==> src/rtl/adcseq_pkg.sv <==
package adcseq_pkg;

    localparam int RES_BITS   = 12;
    localparam int CTRL_BITS  = 8;
    localparam int SEL_BITS   = 3;
    localparam int FRAME_LEN  = 15;
    localparam int TRACK_BIT  = 5;
    localparam int SYNC_DEPTH = 2;

    typedef enum logic [0:0] {
        CAP_SEARCH = 1'b0,
        CAP_FRAME  = 1'b1
    } cap_state_e;

    typedef enum logic [1:0] {
        PD_FULL = 2'b00,
        PD_FAST = 2'b01,
        PD_INTC = 2'b10,
        PD_EXTC = 2'b11
    } pd_mode_e;

    // Command payload after the start bit, MSB first as received.
    typedef struct packed {
        logic [SEL_BITS-1:0] sel;
        logic                unipolar;
        logic                single;
        pd_mode_e            pd;
    } ctrl_t;

    function automatic ctrl_t unpack_ctrl(input logic [CTRL_BITS-2:0] raw);
        ctrl_t c;
        c.sel      = raw[6:4];
        c.unipolar = raw[3];
        c.single   = raw[2];
        c.pd       = pd_mode_e'(raw[1:0]);
        return c;
    endfunction

    // Select bits map to a channel as {SEL1, SEL0, SEL2}.
    function automatic logic [SEL_BITS-1:0] pos_channel(input logic [SEL_BITS-1:0] s);
        return {s[1:0], s[2]};
    endfunction

    // The other member of the pair.
    function automatic logic [SEL_BITS-1:0] neg_channel(input logic [SEL_BITS-1:0] s);
        return {s[1:0], ~s[2]};
    endfunction

    function automatic logic requests_pd(input pd_mode_e m);
        return (m == PD_FULL) || (m == PD_FAST);
    endfunction

endpackage

==> src/rtl/adcseq_sync.sv <==
module adcseq_sync #(
    parameter int STAGES = 2
) (
    input  logic clk,
    input  logic rst,
    input  logic cs_n_i,
    input  logic sclk_i,
    input  logic din_i,
    output logic cs_act,
    output logic cs_fall_evt,
    output logic rise_evt,
    output logic fall_evt,
    output logic din_s
);

    localparam logic [2:0] IDLE_VEC = 3'b100;

    logic [STAGES-1:0][2:0] stage_q;
    logic [2:0]             last_q;
    logic                   sclk_d_q;
    logic                   cs_act_d_q;

    always_ff @(posedge clk) begin
        if (rst) begin
            for (int i = 0; i < STAGES; i++) stage_q[i] <= IDLE_VEC;
        end else begin
            stage_q[0] <= {cs_n_i, sclk_i, din_i};
            for (int i = 1; i < STAGES; i++) stage_q[i] <= stage_q[i-1];
        end
    end

    assign last_q = stage_q[STAGES-1];

    always_ff @(posedge clk) begin
        if (rst) begin
            sclk_d_q   <= 1'b0;
            cs_act_d_q <= 1'b0;
        end else begin
            sclk_d_q   <= last_q[1];
            cs_act_d_q <= ~last_q[2];
        end
    end

    assign cs_act      = ~last_q[2];
    assign cs_fall_evt = cs_act & ~cs_act_d_q;
    assign rise_evt    = last_q[1] & ~sclk_d_q;
    assign fall_evt    = ~last_q[1] & sclk_d_q;
    assign din_s       = last_q[0];

endmodule

==> src/rtl/adcseq_ctrl.sv <==
module adcseq_ctrl
    import adcseq_pkg::*;
#(
    parameter int FRAME_CLKS = FRAME_LEN
) (
    input  logic                clk,
    input  logic                rst,
    input  logic                cs_act,
    input  logic                cs_fall_evt,
    input  logic                rise_evt,
    input  logic                fall_evt,
    input  logic                din_s,
    output logic                conv_go,
    output logic                go_bipolar,
    output logic                th_track,
    output logic [SEL_BITS-1:0] pos_sel,
    output logic [SEL_BITS-1:0] neg_sel,
    output logic                neg_is_gnd,
    output logic                bipolar,
    output logic                pd_flag
);

    localparam int CNT_W = $clog2(FRAME_CLKS);
    localparam logic [CNT_W-1:0] CNT_TRACK = CNT_W'(TRACK_BIT);
    localparam logic [CNT_W-1:0] CNT_HOLD  = CNT_W'(CTRL_BITS);
    localparam logic [CNT_W-1:0] CNT_LAST  = CNT_W'(FRAME_CLKS - 1);

    cap_state_e             state_q;
    logic [CNT_W-1:0]       cnt_q;
    logic [CTRL_BITS-2:0]   shreg_q;
    ctrl_t                  cmd;

    assign cmd        = unpack_ctrl(shreg_q);
    assign conv_go    = cs_act && fall_evt && (state_q == CAP_FRAME) && (cnt_q == CNT_HOLD);
    assign go_bipolar = ~cmd.unipolar;

    always_ff @(posedge clk) begin
        if (rst) begin
            state_q    <= CAP_SEARCH;
            cnt_q      <= '0;
            shreg_q    <= '0;
            th_track   <= 1'b0;
            pos_sel    <= '0;
            neg_sel    <= '0;
            neg_is_gnd <= 1'b1;
            bipolar    <= 1'b0;
            pd_flag    <= 1'b0;
        end else if (!cs_act) begin
            state_q  <= CAP_SEARCH;
            cnt_q    <= '0;
            th_track <= 1'b0;
        end else begin
            if (cs_fall_evt) pd_flag <= 1'b0;

            if (rise_evt) begin
                if (state_q == CAP_SEARCH) begin
                    if (din_s) begin
                        state_q <= CAP_FRAME;
                        cnt_q   <= CNT_W'(1);
                        shreg_q <= '0;
                    end
                end else begin
                    if (cnt_q < CNT_HOLD) shreg_q <= {shreg_q[CTRL_BITS-3:0], din_s};
                    if (cnt_q == CNT_LAST) begin
                        state_q <= CAP_SEARCH;
                        cnt_q   <= '0;
                    end else begin
                        cnt_q <= cnt_q + 1'b1;
                    end
                end
            end

            if (fall_evt && state_q == CAP_FRAME) begin
                if (cnt_q == CNT_TRACK) begin
                    th_track <= 1'b1;
                    pos_sel  <= pos_channel(shreg_q[3:1]);
                end
                if (cnt_q == CNT_HOLD) begin
                    th_track   <= 1'b0;
                    neg_is_gnd <= cmd.single;
                    neg_sel    <= cmd.single ? '0 : neg_channel(cmd.sel);
                    bipolar    <= ~cmd.unipolar;
                    pd_flag    <= requests_pd(cmd.pd);
                end
            end
        end
    end

endmodule

==> src/rtl/adcseq_sar.sv <==
module adcseq_sar #(
    parameter int RES_W = 12
) (
    input  logic             clk,
    input  logic             rst,
    input  logic             cs_act,
    input  logic             rise_evt,
    input  logic             fall_evt,
    input  logic             conv_go,
    input  logic             go_bipolar,
    input  logic [RES_W-1:0] level,
    output logic             dout,
    output logic             res_strobe
);

    localparam logic [RES_W-1:0] TOP_MASK = {1'b1, {(RES_W-1){1'b0}}};

    logic [RES_W-1:0] sample_q;
    logic [RES_W-1:0] approx_q;
    logic [RES_W-1:0] mask_q;
    logic             run_q;
    logic             pend_q;
    logic             bit_q;
    logic             bip_q;
    logic [RES_W-1:0] trial;
    logic             keep;

    assign trial = approx_q | mask_q;
    assign keep  = (trial <= sample_q);

    always_ff @(posedge clk) begin
        if (rst) begin
            sample_q   <= '0;
            approx_q   <= '0;
            mask_q     <= '0;
            run_q      <= 1'b0;
            pend_q     <= 1'b0;
            bit_q      <= 1'b0;
            bip_q      <= 1'b0;
            dout       <= 1'b0;
            res_strobe <= 1'b0;
        end else if (!cs_act) begin
            run_q      <= 1'b0;
            pend_q     <= 1'b0;
            dout       <= 1'b0;
            res_strobe <= 1'b0;
        end else if (conv_go) begin
            sample_q   <= level;
            approx_q   <= '0;
            mask_q     <= TOP_MASK;
            bip_q      <= go_bipolar;
            run_q      <= 1'b1;
            pend_q     <= 1'b0;
            dout       <= 1'b0;
            res_strobe <= 1'b1;
        end else begin
            if (rise_evt && run_q) begin
                if (keep) approx_q <= trial;
                // Offset binary to two's complement: invert the MSB decision.
                bit_q  <= keep ^ (bip_q & mask_q[RES_W-1]);
                pend_q <= 1'b1;
                mask_q <= mask_q >> 1;
                if (mask_q[0]) run_q <= 1'b0;
            end
            if (fall_evt) begin
                res_strobe <= 1'b0;
                dout       <= pend_q & bit_q;
                pend_q     <= 1'b0;
            end
        end
    end

endmodule

==> src/rtl/adc_serial_seq.sv <==
module adc_serial_seq
    import adcseq_pkg::*;
#(
    parameter int RES_W      = RES_BITS,
    parameter int FRAME_CLKS = FRAME_LEN,
    parameter int SYNC_N     = SYNC_DEPTH
) (
    input  logic                clk,
    input  logic                rst,
    input  logic                cs_n,
    input  logic                sclk,
    input  logic                din,
    input  logic [RES_W-1:0]    ain_level,
    output logic                dout,
    output logic                res_strobe,
    output logic                th_track,
    output logic [SEL_BITS-1:0] pos_sel,
    output logic [SEL_BITS-1:0] neg_sel,
    output logic                neg_is_gnd,
    output logic                bipolar,
    output logic                pd_flag
);

    logic cs_act;
    logic cs_fall_evt;
    logic rise_evt;
    logic fall_evt;
    logic din_s;
    logic conv_go;
    logic go_bipolar;

    adcseq_sync #(.STAGES(SYNC_N)) u_sync (
        .clk         (clk),
        .rst         (rst),
        .cs_n_i      (cs_n),
        .sclk_i      (sclk),
        .din_i       (din),
        .cs_act      (cs_act),
        .cs_fall_evt (cs_fall_evt),
        .rise_evt    (rise_evt),
        .fall_evt    (fall_evt),
        .din_s       (din_s)
    );

    adcseq_ctrl #(.FRAME_CLKS(FRAME_CLKS)) u_ctrl (
        .clk         (clk),
        .rst         (rst),
        .cs_act      (cs_act),
        .cs_fall_evt (cs_fall_evt),
        .rise_evt    (rise_evt),
        .fall_evt    (fall_evt),
        .din_s       (din_s),
        .conv_go     (conv_go),
        .go_bipolar  (go_bipolar),
        .th_track    (th_track),
        .pos_sel     (pos_sel),
        .neg_sel     (neg_sel),
        .neg_is_gnd  (neg_is_gnd),
        .bipolar     (bipolar),
        .pd_flag     (pd_flag)
    );

    adcseq_sar #(.RES_W(RES_W)) u_sar (
        .clk        (clk),
        .rst        (rst),
        .cs_act     (cs_act),
        .rise_evt   (rise_evt),
        .fall_evt   (fall_evt),
        .conv_go    (conv_go),
        .go_bipolar (go_bipolar),
        .level      (ain_level),
        .dout       (dout),
        .res_strobe (res_strobe)
    );

endmodule

==> config.mk <==
export PLATFORM = sky130hd
export DESIGN_NAME = adc_serial_seq
export DESIGN_NICKNAME = d
export VERILOG_FILES = /design/src/rtl/adcseq_pkg.sv /design/src/rtl/adcseq_sync.sv /design/src/rtl/adcseq_ctrl.sv /design/src/rtl/adcseq_sar.sv /design/src/rtl/adc_serial_seq.sv
export SDC_FILE = /design/constraint.sdc
export NUM_CORES = 1
export LEC_CHECK = 0
export BUFFER_PORTS_ARGS = -buffer_cell sky130_fd_sc_hd__buf_2
export CAP_MARGIN = 20
export CORE_MARGIN = 2
export CORE_UTILIZATION = 40
export CTS_CLUSTER_DIAMETER = 120
export CTS_CLUSTER_SIZE = 16
export DETAILED_ROUTE_END_ITERATION = 8
export MAX_ROUTING_LAYER = met4
export PLACE_DENSITY = 0.69
export REMOVE_ABC_BUFFERS = 1
export SLEW_MARGIN = 5
export SYNTH_ARGS = -nofsm -noshare
export SYNTH_HDL_FRONTEND = slang
export SYNTH_SLANG_ARGS = --single-unit
==> constraint.sdc <==
create_clock -name clk -period 5.49 [get_ports clk]
set_input_delay 0.549 -clock clk [delete_from_list [all_inputs] [get_ports clk]]
set_output_delay 0.549 -clock clk [all_outputs]
set_load 0.01 [all_outputs]
Word-level counts from Yosys, hierarchy flattened
Cells that the tools add are included.
Widths: inputs -> output; s select.
Word-level totals
  bits in registers: 72
  word-level logic and storage cells: 95
  bits of input ports: 17
  output and inout port bits: 12
Operators by class
  order comparisons: 2
  add/subtract/negate cells: 1
  bitwise operators: 14
  mux-type cells: 25
  reduce and logical (&&, ||, !) cells: 26
  equal/unequal tests: 5
Operators with widths (number)
  $mux 12: 5
  $mux 7: 3
  $mux 1: 13
  $le 12x12->1: 1
  $mux 4: 3
  $or 12x12->12: 1
  $reduce_and 3->1: 4
  $reduce_bool 2->1: 6
  $reduce_and 2->1: 5
  $eq 4x4->1 const B: 2
  $not 1->1: 7
  $and 1x1->1: 5
  $logic_and 1x1->1: 5
  $add 4x1->4 const B: 1
  $eq 4x3->1 const B: 1
  $lt 4x4->1 const B: 1
  $reduce_and 4->1: 1
  $reduce_or 4->1: 1
  $mux 3: 1
  $reduce_or 3->1: 1
  $eq 2x1->1 const B: 1
  $logic_not 2->1: 1
  $ne 2x2->1 const B: 1
  $reduce_or 2->1: 1
  2 further kinds: 2

Logic depth before layout (Yosys ltp)
Gate-level depths: netlist of the first run.
  word-level depth: 7
  mapped depth: 9
  mapped depth without buffers: 7

Modules after synthesis
Synthesis of the first run repeated with hierarchy kept, for this count alone.
Second synthesis, totals
  cells, all modules: 381
  area total of the unflattened synthesis: 3408.3 um2
Modules (own cells, without submodules)
  adcseq_sar: sequential area each 840.8 um2, times used 1, area an instance 2124.5 um2, cells an instance 249
  adcseq_ctrl: sequential area each 440.4 um2, times used 1, area an instance 1056.0 um2, cells an instance 112
  adcseq_sync: sequential area each 160.2 um2, times used 1, area an instance 227.7 um2, cells an instance 20

Worst setup path before layout of the first run
Ideal clock, no wire load.
  kind: register to register
  from: register u_ctrl.cnt_q[1]
  to: register u_ctrl.neg_sel[0]
  period minus slack after synthesis: 2.128 ns
  data arrival time: 2.057 ns
  required time: 5.420 ns
  cell stages (with the launch flop): 9
  slack: 3.362 ns
  path buffers: 3
  setup time: 0.070 ns
  cell sequence: dfxtp_1 buf_6 or3b_4 or3_1 clkbuf_2 or2_1 buf_6 or3_1 a21oi_1
Between the ends
  longest elaborated chain between the ends: 2
Ends and longest elaborated chain
  start, declared: line adcseq_ctrl.sv:29  | logic [CNT_W-1:0] cnt_q;
  start signal, assigned: line adcseq_ctrl.sv:68  | cnt_q <= cnt_q + 1'b1;
  $eq 4x4->1: line adcseq_ctrl.sv:78  | if (cnt_q == CNT_HOLD) begin
  $reduce_and 3->1 (no line)
  end signal, assigned: line adcseq_ctrl.sv:81  | neg_sel <= cmd.single ? '0 : neg_channel(cmd.sel);
  end, declared: line adcseq_ctrl.sv:17  | output logic [SEL_BITS-1:0] neg_sel,
No other way between the ends.
A chain may end at the register's enable or synchronous reset.

Worst setup path in the final report of the first run
Ends and elaborated chain as after synthesis.

==> results.md, run 1 <==
* Status: finished clean
* Largest net degree at the start of global routing at 52
* Post-Synth Adder-Cell Area at 4.977%
* PwrDens at 298.6 nW/um^2
* Gr ovfl total at 0
* Worst EP required at 5770 ps
* Die Area at 8252 um^2
* HP Class: input port to flop
* Synth Area in XOR/XNOR at 0%
* CTS tree: yes
* Die X at approximately 90 um
* Vias at roughly 2500
* Slew headroom at 36.33%
* Fin crit share at a little under half
* Minimum clock period at 2554 ps
* Synth Area in Compound Gates at about 16%
* Port Buffers at 28
* Setup Skew at 8.426 ps
* Critical Path AT at 2830 ps
* HPWL Detailed at 4160 um
* Synth area leaders: dfxtp_1, nand2_1, a21oi_1, ha_1, or2_2
* Max-cap violation count at 0
* Mux contribution to synthesized area at 0.9954%
* R2R depth at 5
* CTS Hold Buffers Added at 0
* Diode count at 0
* Worst flop-to-flop path startpoint: u_ctrl.cnt_q[1]$_SDFFE_PP0P_
* Seq/Total Area, Yosys at 47.78%
* Crit. End Element: flop
* Nets at between 400 and 500
* Gr usage total at 16.74%
* Die Y at roughly 91 um
* Initial Util at 41.37%
* Leakage power at 1.295 nW
* Worst-skew pair later-pin latency at 350 ps
* Synth async-reset ratio at 0%
* Layout cells sized above 1 at 15.60%
* Warnings, synthesis at 0
* Syn Inst Count at 367
* Critical path capture point: u_ctrl.neg_sel[0]$_SDFFE_PP0P_
* H-tree depth at 3
* ANT nets after route at 0
* Postcts setup bufs at 0
* Area Overhead vs Synth at 13.73%
* RD Place Congestion at 0.8102
* Pre-antenna DRT Iters at 4
* Ports at 29
* Cell area after synthesis at roughly 3000 um^2
* Syn avg cell area at 8.220 um^2
* Drt first-iter violations at between 100 and 150
* Worst Max-Slew Pin Slew at 955.0 ps
* Crit-path leading delay family: simple AND/OR/NAND/NOR gates
* CP bufs+invs at 0
* Critical path depth at 5
* Setup TNS at 0 ps
* Non-filler cells, final at 490
* WL/cell at 12.68 um
* Worst Setup SP: u_ctrl.cnt_q[1]$_SDFFE_PP0P_
* Setup violators final at 0
* Peak supply drop at 0.1369 mV
* CTS Buffer Depth at 2
* Synth Area in Simple Gates at between 20% and 30%
* CTS clk-pin slew, worst paths at 80 ps
* Cell total after placement at 474
* CP startpoint kind: flop
* Std-Cell Rows at 31
* RSZ-0062 raised after global routing: false
* Area leader, netlist: dfxtp_1
* DP Area at 3199 um^2
* Design Area, Final at about 3400 um^2
* Worst slack at placement at 2937 ps
* CP Max Fanout at 28
* Num CTS Buffers at 9
* F_max at roughly 400 MHz
* Ordered cell list for the critical path: or3b_4 -> or3_1 -> or2_1 -> or3_1 -> a21oi_1
* Reg2reg end: u_ctrl.neg_sel[0]$_SDFFE_PP0P_
* Final hold vios at 0
* CTS sink count at 72
* Routed vias/inst at between 5 and 6
* Final Max Tran Viols at 0
* FF-to-FF setup slack at 2940 ps
* Top cell type's share of synthesized area at 47.78%
* Slowest CP cell: or2_1
* Final WS setup at 2936 ps
* Vias in the first global route at 2297
* Register bit count reported by yosys at 72
* Library cells used by synthesis at 39
* DR DRC count at 0
* Commonest cells post-synth: nand2_1, dfxtp_1, a21oi_1
* Setup CP Type: flop to flop
* First-pass GRT wire length at 10850 um
* Root cell of the clock tree: clkbuf_8
* Largest family of logic cells by synthesized area: simple AND/OR/NAND/NOR gates
* Crit path top cell by count: or3_1
* Post-cts resize count at 0
* Top_reg_cell synth: dfxtp_1
* CP max stage delay at 590 ps
* Final wirelength at 6211 um
* Core Area at between 7000 and 8000 um^2
* Initial antenna violation count at 0
* Number of synthesized flops with an enable pin at 0
* Most frequent cell after synthesis: nand2_1
-- worst min path at each step --
| stage | cells past startpoint | start | slack [ps] | end |
|---|---|---|---|---|
| 6_report | 2 | cs_n | 380 | u_sync.stage_q[2]$_SDFF_PP1_ |
| 5_1_grt | 2 | cs_n | 370 | u_sync.stage_q[2]$_SDFF_PP1_ |
| 4_1_cts | 2 | cs_n | 370 | u_sync.stage_q[2]$_SDFF_PP1_ |
| 3_5_place_dp | 1 | u_sync.stage_q[2]$_SDFF_PP1_ | 390 | u_sync.last_q[2]$_SDFF_PP1_ |
| 3_3_place_gp | 1 | u_sync.stage_q[2]$_SDFF_PP1_ | 390 | u_sync.last_q[2]$_SDFF_PP1_ |
| 2_1_floorplan | 1 | u_sync.stage_q[2]$_SDFF_PP1_ | 390 | u_sync.last_q[2]$_SDFF_PP1_ |
-- report_power, final --
part           switching (mW)  total, mW  internal, mW  leakage, nW
registers             0.00184      0.526         0.524        0.581
logic                  0.0117     0.0187       0.00705        0.601
clock network           0.198      0.480         0.282        0.113
-- cell families after synthesis --
group,count (synthesis)
multiplexers,3
buffers and inverters,35
AND/OR/NAND/NOR,162
flip-flops,72
AO/OA/AOI/OAI,83
adder cells (fa/ha/maj),12
-- state kept, by name, summed over array words and instances (netlist names) --
| signal | flops |
|---|---|
| u_sar.approx_q | 12 |
| u_sar.mask_q | 12 |
| u_sar.sample_q | 12 |
| u_ctrl.cmd | 7 |
| u_ctrl.cnt_q | 4 |
| u_ctrl.neg_sel | 3 |
| u_ctrl.pos_sel | 3 |
| u_sync.last_q | 3 |
| u_sync.stage_q | 3 |
| u_ctrl.bipolar | 1 |
| u_ctrl.neg_is_gnd | 1 |
| u_ctrl.pd_flag | 1 |
| u_ctrl.state_q | 1 |
| u_ctrl.th_track | 1 |
| u_sar.bip_q | 1 |
| u_sar.bit_q | 1 |
| u_sar.dout | 1 |
| u_sar.pend_q | 1 |
| u_sar.res_strobe | 1 |
| u_sar.run_q | 1 |
| u_sync.cs_act_d_q | 1 |
| u_sync.sclk_d_q | 1 |
-- area by class of cell --
type	instances	area, um^2
clock inverter	4	76.32
fill	758	3861
clock buffer	12	155.1
tap	99	123.9
sequential	72	1441
multi-input combinational	260	1434
timing repair buffer	29	147.6
inverter	14	52.55
-- stage by stage --
| stage | hold WS, ps | util [%] | power, mW |
|---|---|---|---|
| after detailed placement | 392.3 | 43.87 | 0.5574 |
| final | 380.5 | 47.05 | 1.024 |
| after floorplan | 389.5 | - | 0.5438 |
| after CTS | 365.2 | 47.05 | 1.035 |
| after global placement | 390.4 | 43.87 | 0.5568 |
| after global routing | 373.9 | 47.05 | 1.061 |
-- cell usage in the layout, fill, tap and decap left out, types with 3 or more instances in the layout --
cell type / count
ha_1: 12
a22oi_1: 10
nand2b_1: 5
nor3_1: 3
nand4_1: 5
nand3_1: 14
clkbuf_8: 11
a21o_1: 3
mux2i_1: 3
nor2_1: 23
nor2b_1: 9
inv_1: 14
dfxtp_1: 72
or2_2: 14
buf_2: 28
o21ai_0: 15
a21oi_1: 40
o21a_1: 3
nand2_1: 76
-- metal layers --
layer	vias up	global-route usage [%]	wire length, um
met5	-	-	0
met4	0	5.934	102
met3	9	5.008	289
met2	48	26.31	2834
met1	1142	20.49	2986
li1	1279	-	-
(Power assumes the default switching activity.)
==> run 2: changes to the inputs <==
Clock period 5.49 ns to 2.4 ns, I/O delays scaled along.
==> run 2 against run 1 <==
Compared with the run above: worst setup slack got worse by 2700 ps; critical path depth increased by 3; final area increased by 2.6%; largest cell class unchanged; maximum frequency increased by 17%; critical endpoint is now u_sar.approx_q[9]$_SDFFE_PP0P_; clock power increased by 150%; combinational power increased by 140%; sequential share of layout area decreased by 1.1 points; sequential power increased by 130%; clock skew decreased by 4.1 ps; global-route usage increased by 0.51 points; first-iteration DRC count increased by 13%.
==> results.md, run 2 (synthesized netlist as in run 1, its figures left out) <==
* CP Max Fanout at 8 (-71%)
* Hold worst-path end: u_sync.stage_q[2]$_SDFF_PP1_
* CTS Buffer Depth at 2 (unchanged)
* Sw frac at 19.58% (-1.1 points)
* Crit path top cell by count: a21oi_1
* Worst-skew pair later-pin latency at 350 ps (about the same)
* Diode count at 0 (unchanged)
* Std-Cell Rows at 31 (unchanged)
* DP Area at 3267 um^2 (+2.1%)
* Flop pwr share at 49.4% (-2.0 points)
* CP bufs+invs at 1 (+1)
* Worst EP required at 2670 ps (-3100 ps)
* Gr usage total at 17.24% (+0.51 points)
* Leakage power at 1.351 nW (+4.3%)
* HP Class: input port to flop
* Combinational share of power at 1.8% (about the same)
* H-tree depth at 3 (unchanged)
* WL/cell at 12.62 um (-0.48%)
* R2R depth at 8 (+3)
* Most frequent cells in the layout: nand2_1, dfxtp_1, a21oi_1, buf_2, nor2_1
* Core Area at 7292 um^2 (unchanged)
* Die Area at 8252 um^2 (unchanged)
* Final Core Density at 48.28% (+1.2 points)
* Setup violators final at 0 (unchanged)
* Slew headroom at 45.75% (+9.4 points)
* Max-cap violation count at 0 (unchanged)
* First-pass GRT wire length at 11070 um (+2.0%)
* Routed vias/inst at 5.028 (-0.58%)
* Worst Max-Slew Pin Slew at 810.8 ps (-144.2 ps)
* Crit. End Element: flop
* Vias at 2509 (+1.3%)
* CP max stage delay at 330 ps (-260 ps)
* Postcts setup bufs at 0 (unchanged)
* ANT nets after route at 0 (unchanged)
* CTS sink count at 72 (unchanged)
* Setup TNS at 0 ps (unchanged)
* RSZ-0062 raised after global routing: false
* Hold Path Cell Cnt at 2 (unchanged)
* Port Buffers at 28 (unchanged)
* Die Y at 90.84 um (unchanged)
* Hold Startpoint: cs_n
* Reg2reg end: u_sar.approx_q[9]$_SDFFE_PP0P_
* Crit-path leading delay family: compound AO/OA/AOI/OAI gates
* Biggest regs: u_sar.approx_q (12), u_sar.mask_q (12), u_sar.sample_q (12)
* Post-cts resize count at 0 (unchanged)
* Peak supply drop at 0.3719 mV (+170%)
* Root cell of the clock tree: clkbuf_8
* PwrDens at 692.7 nW/um^2 (+130%)
* Most common cell after layout, fill and taps aside: nand2_1
* Ports at 29 (unchanged)
* Initial antenna violation count at 0 (unchanged)
* Num CTS Buffers at 9 (unchanged)
* CP startpoint kind: flop
* RD Place Congestion at 0.7873 (-2.8%)
* CTS Hold Buffers Added at 0 (unchanged)
* CTS tree: yes
* Fin crit share at 91.14% (+45 points)
* Initial Util at 41.37% (unchanged)
* Pre-antenna DRT Iters at 4 (unchanged)
* DR DRC count at 0 (unchanged)
* HPWL Detailed at 4359 um (+4.8%)
* Design Area, Final at 3521 um^2 (+2.6%)
* Final hold vios at 0 (unchanged)
* Layout cells sized above 1 at 17.75% (+2.1 points)
* Gr ovfl total at 0 (unchanged)
* Ordered cell list for the critical path: or2_2 -> ha_1 -> a211o_1 -> a21oi_1 -> o211a_1 -> a21oi_1 -> buf_4 -> o21ai_0
* Drt first-iter violations at 142 (+13%)
* Worst flop-to-flop path startpoint: u_sar.mask_q[9]$_SDFFE_PP0P_
* Worst slack at placement at 225.1 ps (-2712 ps)
* Vias in the first global route at 2440 (+6.2%)
* Internal Power at 1.961 mW (+140%)
* Setup CP Type: flop to flop
* Clk pwr share at 48.8% (+2.0 points)
* Final WS setup at 212.7 ps (-2723 ps)
* FF-to-FF setup slack at 210 ps (-2720 ps)
* Status: finished clean
* Critical Path AT at 2460 ps (-370 ps)
* Slowest CP cell: dfxtp_1
* F_max at 457.2 MHz (+17%)
* Nets at 424 (+2.2%)
* CTS clk-pin slew, worst paths at 70 ps (about the same)
* Final Max Tran Viols at 0 (unchanged)
* Total power draw at 2.439 mW (+140%)
* Final wirelength at 6295 um (+1.4%)
* Setup Skew at 4.325 ps (-4.101 ps)
* Psw at 0.4774 mW (+130%)
* Die X at 90.84 um (unchanged)
* Minimum clock period at 2187 ps (-366.8 ps)
* Area Overhead vs Synth at 16.72%
* Largest net degree at the start of global routing at 36 (-31%)
## run 2: power by group through the flow
stage,Sequential [mW],Combinational [mW],Clock (mW)
2_1_floorplan,1.23,0.0141,0
3_3_place_gp,1.23,0.0442,0
3_5_place_dp,1.23,0.0448,0
4_1_cts,1.20,0.0448,1.22
5_1_grt,1.20,0.0497,1.27
6_report,1.20,0.0441,1.19
## run 2: worst register-to-register path, cell delays in order, from the launching register on
cell and delay, ps:
dfxtp_1 330, or2_2 280, ha_1 310, a211o_1 300, a21oi_1 200, o211a_1 220, a21oi_1 90, buf_4 170
o21ai_0 200
## run 2: cell type report
| class | instances | area, um^2 |
|---|---|---|
| Fill cell | 754 | 3771 |
| Sequential cell | 72 | 1441 |
| Tap cell | 99 | 123.9 |
| Clock buffer | 11 | 151.4 |
| Clock inverter | 5 | 102.6 |
| Inverter | 14 | 52.55 |
| Timing Repair Buffer | 38 | 215.2 |
| Multi-Input combinational cell | 260 | 1434 |
## run 2: how the worst max path moves through the flow
| stage | slack [ps] | from | to | cells past startpoint |
|---|---|---|---|---|
| 3_3_place_gp | 270 | u_ctrl.cnt_q[1]$_SDFFE_PP0P_ | u_ctrl.pos_sel[2]$_SDFFE_PP0P_ | 5 |
| 5_1_grt | 100 | u_sar.mask_q[9]$_SDFFE_PP0P_ | u_sar.approx_q[9]$_SDFFE_PP0P_ | 8 |
| 6_report | 210 | u_sar.mask_q[9]$_SDFFE_PP0P_ | u_sar.approx_q[9]$_SDFFE_PP0P_ | 8 |
| 3_5_place_dp | 230 | u_ctrl.cnt_q[1]$_SDFFE_PP0P_ | u_ctrl.pos_sel[0]$_SDFFE_PP0P_ | 5 |
| 4_1_cts | 210 | u_ctrl.cnt_q[1]$_SDFFE_PP0P_ | u_ctrl.pos_sel[0]$_SDFFE_PP0P_ | 5 |
| 2_1_floorplan | -700 | u_ctrl.cnt_q[1]$_SDFFE_PP0P_ | u_sar.approx_q[0]$_SDFFE_PP0P_ | 5 |
## run 2: routing by layer
metal,wire [um],GRT usage (%),vias up
li1,-,-,1296
met1,2905,20.14,1156
met2,2976,27.99,45
met3,319,6.010,12
met4,93,5.429,0
met5,0,-,-
## run 2: metrics by stage
step                cells  hold WS, ps
detailed placement    483        393.6
global placement      483        398.1
finish                499        64.89
floorplan             346        309.1
global route          499        45.83
CTS                   499        52.80
